$ cat src/rtl/sau_operand_cond.sv
module sau_operand_cond (
  input  logic sel_i,
  input  logic cin_i,
  input  logic b_i,
  output logic y_o
);
  // 00 -> b, 01 -> 0, 10 -> 1, 11 -> ~b
  assign y_o = (~sel_i & ~cin_i & b_i) | (sel_i & ~cin_i) | (sel_i & cin_i & ~b_i);
endmodule

$ cat src/rtl/sau_full_adder.sv
module sau_full_adder (
  input  logic a_i,
  input  logic b_i,
  input  logic c_i,
  output logic s_o,
  output logic c_o
);
  logic p;
  assign p   = a_i ^ b_i;
  assign s_o = p ^ c_i;
  assign c_o = (a_i & b_i) | (c_i & p);
endmodule

$ cat src/rtl/sau_ripple_chain.sv
module sau_ripple_chain #(
  parameter int WIDTH = 8
) (
  input  logic [WIDTH-1:0] a_i,
  input  logic [WIDTH-1:0] y_i,
  input  logic             cin_i,
  output logic [WIDTH-1:0] sum_o,
  output logic             cout_o
);
  logic [WIDTH:0] carry;
  assign carry[0] = cin_i;

  for (genvar i = 0; i < WIDTH; i++) begin : g_stage
    sau_full_adder u_fa (
      .a_i(a_i[i]),
      .b_i(y_i[i]),
      .c_i(carry[i]),
      .s_o(sum_o[i]),
      .c_o(carry[i+1])
    );
  end

  assign cout_o = carry[WIDTH];
endmodule

$ cat src/rtl/sel_add_dec_unit.sv
module sel_add_dec_unit #(
  parameter int WIDTH = 8
) (
  input  logic [WIDTH-1:0] a_i,
  input  logic [WIDTH-1:0] b_i,
  input  logic             sel_i,
  input  logic             cin_i,
  output logic [WIDTH-1:0] d_o,
  output logic             cout_o
);
  logic [WIDTH-1:0] y;

  for (genvar i = 0; i < WIDTH; i++) begin : g_cond
    sau_operand_cond u_cond (
      .sel_i(sel_i),
      .cin_i(cin_i),
      .b_i  (b_i[i]),
      .y_o  (y[i])
    );
  end

  sau_ripple_chain #(.WIDTH(WIDTH)) u_chain (
    .a_i   (a_i),
    .y_i   (y),
    .cin_i (cin_i),
    .sum_o (d_o),
    .cout_o(cout_o)
  );
endmodule

$ cat config.mk
export PLATFORM = sky130hd
export DESIGN_NAME = sel_add_dec_unit
export DESIGN_NICKNAME = d
export VERILOG_FILES = /design/src/rtl/sau_operand_cond.sv /design/src/rtl/sau_full_adder.sv /design/src/rtl/sau_ripple_chain.sv /design/src/rtl/sel_add_dec_unit.sv
export SDC_FILE = /design/constraint.sdc
export NUM_CORES = 1
export LEC_CHECK = 0
export CELL_PAD_IN_SITES_DETAIL_PLACEMENT = 1
export CELL_PAD_IN_SITES_GLOBAL_PLACEMENT = 2
export CORE_MARGIN = 2
export CORE_UTILIZATION = 17
export DETAILED_ROUTE_END_ITERATION = 7
export PLACE_DENSITY = 0.9
export SETUP_SLACK_MARGIN = 0.2
export SLEW_MARGIN = 20
export SYNTH_ARGS = -nofsm -noshare
export SYNTH_HDL_FRONTEND = slang
export SYNTH_SLANG_ARGS = --single-unit
$ cat constraint.sdc
create_clock -name vclk -period 4.9
set_clock_uncertainty 0.05 [all_clocks]
set_input_delay 0.735 -clock vclk [all_inputs]
set_output_delay 0.735 -clock vclk [all_outputs]
set_load 0.01 [all_outputs]
==> flow_summary_export.csv <==
group,metric,value,unit
sta,worstMarginPinSlew,0.215,ns
grt,global_route.usage.total,6.78,%
worst_setup_path,critical_path_required,4.12,ns
logic_synthesis,synthXorXnorAreaFrac,0,%
logic_synthesis,ys_types,5,
placement,hpwlAfterDp,759,µm
power,leakage,0.317,nW
worst_setup_path,path_max_fanout,1,
logic_synthesis,sequential_to_total_area_share_from_yosys_stat,0,%
worst_setup_path,critical_path_buf_inv_count,4,
drt,route.vias.total,308,
grt,grt_pass1_vias,344,
placement,post-place-cells,89,
layout,finish.net_count,90,
sta,post-route-min-period,4.70,ns
die,rows,16,
outcome,outcome,"finished clean",
die,dieHeight,50.0,µm
sta,share_of_the_clock_period_used_by_the_worst_path,95.9,%
logic_synthesis,synth.yosys.warnings,0,
grt,first_pass_grt_wire_length,1380,µm
drt,route.final.wire_length,817,µm
power,total_power,0.0855,mW
worst_setup_path,cp-start-kind,"input pin",
logic_synthesis,netlist_instances,40,
layout,diodes,0,
sta,hold_ws,2.02,ns
grt,number_of_antenna_violations_at_the_first_check_in_global_routing,0,
die,start_util,18.2,%
logic_synthesis,synth-simple-area-share,0,%
logic_synthesis,post_synth_instance_area,360,µm²
layout,postLayoutCoreUtil,31.8,%
layout,num-clock-buffers,0,
layout,seq_area,0,µm²
worst_setup_path,arrival,3.91,ns
worst_setup_path,crit_family,"adder cells",
layout,fraction_of_layout_instances_using_a_drive_strength_above_1,33.9,%
clocking,hold_buffers,0,
drt,first_pass_iters,1,
sta,slew_headroom,85.2,%
grt,grt_max_degree,7,
worst_setup_path,crit_path_frequent_cell,"sky130_fd_sc_hd__fa_2",
layout,instances_no_fill,89,
layout,layout-area-overhead-vs-synth,74.7,%
die,floorplan.die.width,50.0,µm
die,placeableCoreArea,1980,µm²
logic_synthesis,combinational_family_with_the_most_area_after_synthesis,"adder cells",
layout,nFlopsAndLatches,0,
logic_synthesis,synth-adder-area-share,44.4,%
sta,finalMaxSlewViolations,0,
logic_synthesis,synth-compound-area-share,0,%
placement,dpl_worst_slack,-0.752,ns
worst_setup_path,cp_class,"input pin to output pin",
worst_setup_path,worst_setup_path_end_kind,"output pin",
drt,detail_route.drc_violations,0,
sta,report.final.hold_viol_count,0,
power,power.density_cell_area,136,nW/µm²
sta,layout_setup_ws,0.201,ns
drt,avgViaCountPerCell,3.46,
power,max-vdd-ir-drop,47.4,µV
worst_setup_path,slowest_stage_cell_cp,"sky130_fd_sc_hd__fa_1",
worst_setup_path,crit_path_cell_trace,"buf_6 -> mux2i_2 -> fa_2 -> inv_2 -> fa_2 -> fa_2 -> fa_2 -> fa_2 -> fa_2 -> fa_2 -> inv_2 -> fa_1 -> buf_2",
hold_path,hold_wc_path_type,"input pin to output pin",
run,cap_viol_max_count,0,
logic_synthesis,post_synth_mux_area_share,22.2,%
drt,wl_per_cell,9.18,µm
sta,unrepaired_setup_endpoints_after_global_routing,"true",
die,io-pin-count,27,
sta,top_achievable_clock_speed,213,MHz
die,dieArea,2500,µm²
worst_setup_path,critPathMaxStageDelay,0.37,ns
placement,gp_routability_congestion,0.610,
grt,grt_remaining_overflow,0,
logic_synthesis,postSynthAreaPerCell,9.01,µm²
logic_synthesis,synthesis.nets,66,
placement,port_buffers,27,
drt,postRouteAntennaNets,0,
drt,dr.first_iter.drc_count,0,
sta,final-setup-viol-count,0,
## cell usage in the layout (no fill, tap or decap), types with 2 or more instances in the layout
cell type,synthesis,routed
sky130_fd_sc_hd__buf_4,8,3
sky130_fd_sc_hd__dlygate4sd2_1,0,3
sky130_fd_sc_hd__buf_2,0,4
sky130_fd_sc_hd__inv_1,15,12
sky130_fd_sc_hd__clkdlybuf4s50_1,0,17
sky130_fd_sc_hd__buf_6,0,2
sky130_fd_sc_hd__fa_2,0,7
sky130_fd_sc_hd__mux2i_1,8,7
sky130_fd_sc_hd__inv_2,1,4
## area by class of cell
class                           count  area [µm²]
Fill cell                         233        1350
Inverter                           16        60.1
Multi-Input combinational cell     16         262
Tap cell                           27        33.8
Timing Repair Buffer               30         274
## metal layers
metal | global-route usage, % | share of wire [%] | vias to the layer above
met5 | 0 | 0 | -
met4 | 0 | 0 | 0
met3 | 0.606 | 11 | 0
met2 | 14.5 | 54 | 17
met1 | 7.29 | 35 | 143
li1 | - | - | 148
## final timing paths
kind	end	start	cells after the start	slack (ns)
min	d_o[7]	sel_i	5	2.02
max	d_o[7]	b_i[0]	13	0.20
## cells by family (layout without fill, tap and decap cells)
kind of cell,after synthesis,in the layout
fa+ha+maj,8,8
buf+inv,24,46
mux,8,8
## through the flow
step	TNS [ns]	area (µm²)
3_3_place_gp	-1.77	637
2_1_floorplan	0	370
6_report	0	629
5_1_grt	0	629
4_1_cts	-0.197	627
3_5_place_dp	-1.79	637
## worst min-delay path, cell delays in order
cell	delay (ns)
sky130_fd_sc_hd__buf_6	0.07
sky130_fd_sc_hd__inv_2	0.03
sky130_fd_sc_hd__mux2i_1	0.18
sky130_fd_sc_hd__fa_1	0.19
sky130_fd_sc_hd__buf_2	0.12
## synth_stat cells
library cell	count	share of area [%]
sky130_fd_sc_hd__buf_4	8	17
sky130_fd_sc_hd__mux2i_1	8	22
sky130_fd_sc_hd__inv_2	1	1.0
sky130_fd_sc_hd__inv_1	15	16
sky130_fd_sc_hd__fa_1	8	44
## repair_timing
item	in CTS	in global routing
buffers inserted	0	0
pin swaps	8	7
resized for setup	35	2
hold endpoints to repair	0	0
endpoints found under the setup margin	4	3
## where the power goes
| part | total [mW] | switching, mW | internal [mW] |
|---|---|---|---|
| Combinational | 0.0855 | 0.0360 | 0.0495 |
| Clock | 0 | 0 | 0 |
| Sequential | 0 | 0 | 0 |
Note: power is estimated with default switching activity, not from simulation.
